`src/rtl/spi_bm_pkg.sv`:
```
package spi_bm_pkg;
  localparam int MAX_BITS = 128;
  localparam int LEN_W    = $clog2(MAX_BITS);
  localparam int N_WORDS  = MAX_BITS / 32;

  typedef enum logic [2:0] {
    SEL_D0   = 3'd0,
    SEL_D1   = 3'd1,
    SEL_D2   = 3'd2,
    SEL_D3   = 3'd3,
    SEL_CTRL = 3'd4,
    SEL_DIV  = 3'd5,
    SEL_SS   = 3'd6
  } reg_sel_e;

  // control word, bit 13 down to bit 0
  typedef struct packed {
    logic             auto_ss;
    logic             irq_en;
    logic             lsb_first;
    logic             tx_fall;
    logic             rx_fall;
    logic             busy;
    logic             rsv;
    logic [LEN_W-1:0] len;
  } ctrl_t;
endpackage

```
`src/rtl/spi_bm_sclk.sv`:
```
module spi_bm_sclk #(
  parameter int DIV_W = 16
) (
  input  logic             clk,
  input  logic             rst,
  input  logic             start,
  input  logic             run,
  input  logic [DIV_W-1:0] div,
  output logic             sclk,
  output logic             rise_p,
  output logic             fall_p
);
  logic [DIV_W-1:0] cnt;
  logic             tick;

  assign tick   = run && (cnt == '0);
  assign rise_p = tick && !sclk;
  assign fall_p = tick && sclk;

  always_ff @(posedge clk) begin
    if (rst) begin
      cnt  <= '0;
      sclk <= 1'b0;
    end else if (start) begin
      cnt  <= div;
      sclk <= 1'b0;
    end else if (run) begin
      if (tick) begin
        cnt  <= div;
        sclk <= ~sclk;
      end else begin
        cnt <= cnt - 1'b1;
      end
    end else begin
      sclk <= 1'b0;
    end
  end
endmodule

```
`src/rtl/spi_bm_shift.sv`:
```
module spi_bm_shift
  import spi_bm_pkg::*;
(
  input  logic                clk,
  input  logic                rst,
  input  logic                start,
  input  logic [LEN_W-1:0]    len,
  input  logic                lsb_first,
  input  logic                tx_fall,
  input  logic                rx_fall,
  input  logic                rise_p,
  input  logic                fall_p,
  input  logic                miso,
  input  logic [N_WORDS-1:0]  wr_en,
  input  logic [31:0]         wr_data,
  output logic [MAX_BITS-1:0] sr,
  output logic                mosi,
  output logic                active,
  output logic                done
);
  localparam int CNT_W = LEN_W + 1;

  logic [CNT_W-1:0] nbits, tx_k, rx_k, f_k;
  logic             tx_ev, rx_ev;

  assign nbits = (len == '0) ? CNT_W'(MAX_BITS) : {1'b0, len};
  assign tx_ev = tx_fall ? fall_p : rise_p;
  assign rx_ev = rx_fall ? fall_p : rise_p;
  assign done  = active && fall_p && (f_k == nbits - 1'b1);

  // shift-register position of the k-th bit on the wire
  function automatic logic [LEN_W-1:0] bit_pos(input logic [CNT_W-1:0] k,
                                               input logic [CNT_W-1:0] n,
                                               input logic lsb);
    logic [CNT_W-1:0] p;
    p = lsb ? k : (n - 1'b1 - k);
    return p[LEN_W-1:0];
  endfunction

  always_ff @(posedge clk) begin
    if (rst) begin
      sr     <= '0;
      mosi   <= 1'b0;
      active <= 1'b0;
      tx_k   <= '0;
      rx_k   <= '0;
      f_k    <= '0;
    end else begin
      if (start) begin
        active <= 1'b1;
        rx_k   <= '0;
        f_k    <= '0;
        if (tx_fall) begin
          mosi <= sr[bit_pos('0, nbits, lsb_first)];
          tx_k <= CNT_W'(1);
        end else begin
          tx_k <= '0;
        end
      end else if (active) begin
        if (tx_ev && (tx_k < nbits)) begin
          mosi <= sr[bit_pos(tx_k, nbits, lsb_first)];
          tx_k <= tx_k + 1'b1;
        end
        if (rx_ev && (rx_k < nbits)) begin
          sr[bit_pos(rx_k, nbits, lsb_first)] <= miso;
          rx_k <= rx_k + 1'b1;
        end
        if (fall_p) begin
          f_k <= f_k + 1'b1;
          if (f_k == nbits - 1'b1) active <= 1'b0;
        end
      end
      for (int w = 0; w < N_WORDS; w++) begin
        if (wr_en[w]) sr[w*32 +: 32] <= wr_data;
      end
    end
  end
endmodule

```
`src/rtl/spi_bus_master.sv`:
```
module spi_bus_master
  import spi_bm_pkg::*;
#(
  parameter int DIV_W = 16,
  parameter int SS_W  = 8
) (
  input  logic            clk,
  input  logic            rst,
  input  logic            wb_cyc,
  input  logic            wb_stb,
  input  logic            wb_we,
  input  logic [4:0]      wb_adr,
  input  logic [31:0]     wb_dat_w,
  output logic [31:0]     wb_dat_r,
  output logic            wb_ack,
  output logic            wb_err,
  output logic            irq,
  output logic [SS_W-1:0] ss_n,
  output logic            sclk,
  output logic            mosi,
  input  logic            miso
);
  ctrl_t                ctrl;
  logic [DIV_W-1:0]     div_q;
  logic [SS_W-1:0]      ssel;
  logic                 req, wr_ok, busy, auto_ss, start_q;
  logic                 xfer_done, active, rise_p, fall_p;
  logic [MAX_BITS-1:0]  sr;
  logic [N_WORDS-1:0]   word_we;
  reg_sel_e             sel;
  logic                 unused_bits;

  assign req         = wb_cyc && wb_stb && !wb_ack;
  assign sel         = reg_sel_e'(wb_adr[4:2]);
  assign busy        = ctrl.busy;
  assign auto_ss     = ctrl.auto_ss;
  assign wr_ok       = req && wb_we && !busy;
  assign wb_err      = 1'b0;
  assign ss_n        = ~((auto_ss && !busy) ? '0 : ssel);
  assign unused_bits = ^{wb_adr[1:0], wb_dat_w};

  generate
    for (genvar w = 0; w < N_WORDS; w++) begin : g_word_we
      assign word_we[w] = wr_ok && (wb_adr[4:2] == 3'(w));
    end
  endgenerate

  always_ff @(posedge clk) begin
    if (rst) begin
      ctrl     <= '0;
      div_q    <= '0;
      ssel     <= '0;
      start_q  <= 1'b0;
      wb_ack   <= 1'b0;
      wb_dat_r <= '0;
      irq      <= 1'b0;
    end else begin
      wb_ack  <= req;
      start_q <= 1'b0;
      if (req) irq <= 1'b0;
      if (xfer_done) begin
        ctrl.busy <= 1'b0;
        if (ctrl.irq_en) irq <= 1'b1;
      end
      if (wr_ok) begin
        case (sel)
          SEL_CTRL: begin
            ctrl    <= ctrl_t'(wb_dat_w[13:0]);
            start_q <= wb_dat_w[8];
          end
          SEL_DIV: div_q <= wb_dat_w[DIV_W-1:0];
          SEL_SS:  ssel  <= wb_dat_w[SS_W-1:0];
          default: ;
        endcase
      end
      if (req) begin
        case (sel)
          SEL_D0, SEL_D1, SEL_D2, SEL_D3: wb_dat_r <= sr[{wb_adr[3:2], 5'b0} +: 32];
          SEL_CTRL: wb_dat_r <= {18'b0, ctrl};
          SEL_DIV:  wb_dat_r <= 32'(div_q);
          SEL_SS:   wb_dat_r <= 32'(ssel);
          default:  wb_dat_r <= '0;
        endcase
      end
    end
  end

  spi_bm_sclk #(.DIV_W(DIV_W)) u_sclk (
    .clk    (clk),
    .rst    (rst),
    .start  (start_q),
    .run    (active),
    .div    (div_q),
    .sclk   (sclk),
    .rise_p (rise_p),
    .fall_p (fall_p)
  );

  spi_bm_shift u_shift (
    .clk       (clk),
    .rst       (rst),
    .start     (start_q),
    .len       (ctrl.len),
    .lsb_first (ctrl.lsb_first),
    .tx_fall   (ctrl.tx_fall),
    .rx_fall   (ctrl.rx_fall),
    .rise_p    (rise_p),
    .fall_p    (fall_p),
    .miso      (miso),
    .wr_en     (word_we),
    .wr_data   (wb_dat_w),
    .sr        (sr),
    .mosi      (mosi),
    .active    (active),
    .done      (xfer_done)
  );
endmodule

```
`config.mk`:
```
export PLATFORM = sky130hd
export DESIGN_NAME = spi_bus_master
export DESIGN_NICKNAME = d
export VERILOG_FILES = /design/src/rtl/spi_bm_pkg.sv /design/src/rtl/spi_bm_sclk.sv /design/src/rtl/spi_bm_shift.sv /design/src/rtl/spi_bus_master.sv
export SDC_FILE = /design/constraint.sdc
export NUM_CORES = 1
export LEC_CHECK = 0
export BUFFER_PORTS_ARGS = -buffer_cell sky130_fd_sc_hd__buf_2
export CORE_ASPECT_RATIO = 1.1
export CORE_MARGIN = 2
export CORE_UTILIZATION = 58
export CTS_BUF_LIST = sky130_fd_sc_hd__clkbuf_8
export CTS_CLUSTER_DIAMETER = 40
export DETAILED_ROUTE_END_ITERATION = 7
export GPL_TIMING_DRIVEN = 0
export HOLD_SLACK_MARGIN = 0.03
export PLACE_DENSITY = 0.79
export SETUP_SLACK_MARGIN = 0.1
export SLEW_MARGIN = 15
export SYNTH_ARGS = -nofsm -noshare
export SYNTH_HDL_FRONTEND = slang
export SYNTH_SLANG_ARGS = --single-unit
```
`constraint.sdc`:
```
create_clock -name clk -period 4.9 [get_ports clk]
set_input_delay 0.49 -clock clk [delete_from_list [all_inputs] [get_ports clk]]
set_output_delay 0.49 -clock clk [all_outputs]
set_load 0.02 [all_outputs]
```
==> results.md <==
* Vias per inst at 7.22
* Cell area after synthesis at 0.0171 mm²
* Most instantiated library cell after synthesis: nand2_1
* Setup Viol. Count Final at 0
* Final instance area at 0.0195 mm²
* Most frequent cells after synthesis: nand2_1 (310), nor2_1 (306), dfxtp_1 (244)
* CP peak stage delay at 0.70 ns
* PwrDens at 242 mW/mm²
* Sequential area share after synthesis at 28.5%
* # IOs at 88
* FF-to-FF Start: ctrl[0]
* Pre-CTS setup slack at -1.39 ns
* Post-Syn Nets at 2284
* Die area at 0.0309 mm²
* Largest family of logic cells by synthesized area: simple AND/OR/NAND/NOR gates
* Simple logic cell fraction of the synthesized area at 31.5%
* Final worst slack at 0.118 ns
* Seq cells post-synth at 244
* WP buf/inv at 6
* Outcome: completed
* Ys Warns at 0
* Clock transition at path regs at 0.06 ns
* Slew margin rel. at 12.5%
* Hold Worst Slack at 0.202 ns
* CTS tree: done
* CTS sink cnt at 244
* Utilization after layout at 67.6%
* Most used cell along the critical path: mux2i_1
* Xor and xnor area share after synthesis at 2.26%
* Crit. End Element: flop
* Chip Height at 184 µm
* Global-route wire length before repair at 116 mm
* Max Clock Freq at 209 MHz
* Mux share of post-synthesis cell area at 12.4%
* R2R Setup Slk at 0.12 ns
* Initial antenna violation count at 1
* Critical path class: flop to flop
* CTS Buf Count at 45
* Detailed Route WL at 79.9 mm
* WL met2 at 33.8 mm
* Core Region at 0.0289 mm²
* Placed Area at 0.0180 mm²
* Metal3 WL at 12.2 mm
* Hold Buf Count CTS at 0
* Crit path to: u_shift.mosi
* Final Max Slew Viols at 0
* Initial Util at 59.3%
* CP delay by family, top: multiplexers
* Root Driver: clkbuf_8
* Dominant synthesized flop cell: dfxtp_1
* Pre-antenna DRT Iters at 7
* IO Port Bufs at 83
* Clk Latency, worst-skew pair at 0.61 ns
* Total Routing Usage GR at 50.2%
* Remaining global-route overflow at 0
* Launch point of the critical path: ctrl[0]
* Slowest CP cell: clkbuf_1
* Post-synth EDFFs at 0
* VDD IR max at 0.191 mV
* Synth top area cells: dfxtp_1 (29%), nand2_1 (6.8%), nor2_1 (6.7%)
* Largest net degree at the start of global routing at 14
* Worst r2r dst: u_shift.mosi
* Leakage power at 6.60 nW
* Area delta synth->final at 14.0%
* Initial DRC Count at 3217
* DP HPWL at 60.7 mm
* Fin crit period at 4.78 ns
* Mean post-synth cell area at 7.76 µm²
* Die W at 168 µm
* Reg2reg path depth at 19
* Via count at 19900
* Bufs on Longest Clock Path at 3
* Maxcap violations at 0
* Post-DR wirelength/cell at 29.0 µm
* Mapped Cells at 2205
* DR DRC count at 0
* Clk_skew at 0.0254 ns
* # H-tree levels at 2
* Crit path max fanout at 13
* Synth Area in Compound Gates at 16.4%
* RSZ-0062 raised after global routing: false
* Non-Filler Instances at 2751
* Req. time, crit path at 5.41 ns
* Critical Path AT at 5.30 ns
* Slew at the pin closest to its max-slew limit at 1.31 ns
* Num rows at 65
* Area share of the largest cell type after synthesis at 28.5%
* Top Metal Used: met4
* Fin crit share at 97.6%
* Post-Route M1 WL at 26.2 mm
* Hold Crit Class: input pin to flop
* Critical path depth at 19
* Yosys top cell by area: dfxtp_1
* Area share of fa/ha/maj cells after synthesis at 2.72%
* Layout cell share with drive strength beyond 1 at 18.5%
* CP Cell Sequence: buf_6, inv_2, ha_2, nor4b_4, a21o_4, inv_4, buf_8, buf_12, ha_1, mux2i_1, clkbuf_1, nand2_1, nand3_1, nand4_1, mux2i_1, mux2i_1, mux2i_1, mux2i_1, o211ai_1
* Post-synth ARST share at 0%
* N_diodes at 0
* Placer Congestion at 1.10
* Antenna viol nets, final at 0
* Hold Violations, Final at 0
* CP startpoint kind: flop
* Vias in the first global route at 18800
* DP Cell Count at 2656
* Synth cell types at 90
* Final-stage net count at 2428
-- routing by layer --
layer | vias up | GRT usage [%]
li1 | 8386 | -
met1 | 9171 | 56.8
met2 | 1731 | 76.8
met3 | 567 | 18.6
met4 | 0 | 39.2
met5 | - | 0
-- how the worst min path moves through the flow --
stage                      start              end  slack, ns  cells after the start
detailed placement       ctrl[7]          ctrl[7]       0.46                      2
CTS                 wb_dat_w[16]  u_shift.sr[112]       0.19                      3
floorplan                ctrl[7]          ctrl[7]       0.43                      2
global route        wb_dat_w[26]  u_shift.sr[122]       0.20                      3
finish              wb_dat_w[17]   u_shift.sr[49]       0.20                      3
global placement         ctrl[7]          ctrl[7]       0.44                      2
-- cell usage in the layout (no fill, tap or decap), types with 15 or more instances in the layout --
| cell type | instances |
|---|---|
| a311oi_1 | 67 |
| clkbuf_1 | 120 |
| nor3_2 | 17 |
| ha_1 | 31 |
| o21ai_0 | 97 |
| buf_2 | 102 |
| and3_1 | 25 |
| clkbuf_8 | 59 |
| o21ai_1 | 29 |
| buf_4 | 27 |
| a21oi_1 | 73 |
| nor4_1 | 29 |
| nand2_1 | 310 |
| mux2i_1 | 47 |
| a22oi_1 | 18 |
| mux4_2 | 43 |
| dfxtp_1 | 243 |
| xor2_1 | 15 |
| a211oi_1 | 43 |
| nor2_1 | 306 |
| nand4_1 | 94 |
| mux2_1 | 16 |
| nor3_1 | 72 |
| inv_1 | 39 |
| xnor2_1 | 24 |
| nand3_1 | 102 |
| mux2_2 | 30 |
-- worst register-to-register path, delay by kind of cell, from the launching register on --
family | cells | cell delay [ns]
AOI/OAI and AO/OA | 2 | 0.44
and+or+nand+nor | 4 | 0.62
muxes | 5 | 1.51
DFF | 1 | 0.31
buffers and inverters | 6 | 1.33
adders and majority gates | 2 | 0.49
-- registers in the layout (all words and copies together) (netlist names) --
register        flops
div_q              16
u_shift.tx_k        8
irq                 1
ssel                8
wb_ack              1
u_shift.active      1
start_q             1
u_shift.sr        128
u_shift.rx_k        8
auto_ss             1
u_sclk.cnt         16
busy                1
ctrl               12
u_sclk.sclk         1
u_shift.f_k         8
wb_dat_r           32
u_shift.mosi        1
-- metrics by stage --
stage | TNS, ns | power (mW)
6_report | 0 | 4.72
5_1_grt | 0 | 4.81
4_1_cts | 0 | 4.66
3_5_place_dp | -149.10 | 2.57
3_3_place_gp | -134.55 | 2.56
2_1_floorplan | 0 | 2.37
-- repair_timing --
| action | CTS | global route |
|---|---|---|
| endpoints found under the setup margin | 129 | 129 |
| buffers inserted | 8 | 5 |
| pin swaps | 4 | 4 |
| gates resized for setup | 71 | 49 |
-- logic make-up (layout without fill, tap and decap cells) --
kind of cell,count (synthesis),in the layout
AND/OR/NAND/NOR,1077,1077
other,1,1
XOR/XNOR,42,42
flip-flops,244,244
multiplexers,147,147
buffers and inverters,235,413
AO/OA/AOI/OAI,423,423
adder cells (fa/ha/maj),36,36
-- power by group --
group | switching (mW) | leakage, nW | internal [mW]
Sequential | 0.0368 | 1.97 | 2.01
Clock | 0.951 | 0.546 | 1.18
Combinational | 0.383 | 4.08 | 0.159
-- area by class of cell --
type,instances,area [µm²]
tap,368,460
multi-input combinational,1726,11500
timing repair buffer,97,520
inverter,35,134
sequential,244,4890
fill,2416,9370
buffer,200,1020
clock buffer,58,798
clock inverter,23,173
Power figures use the tool's default switching activity.
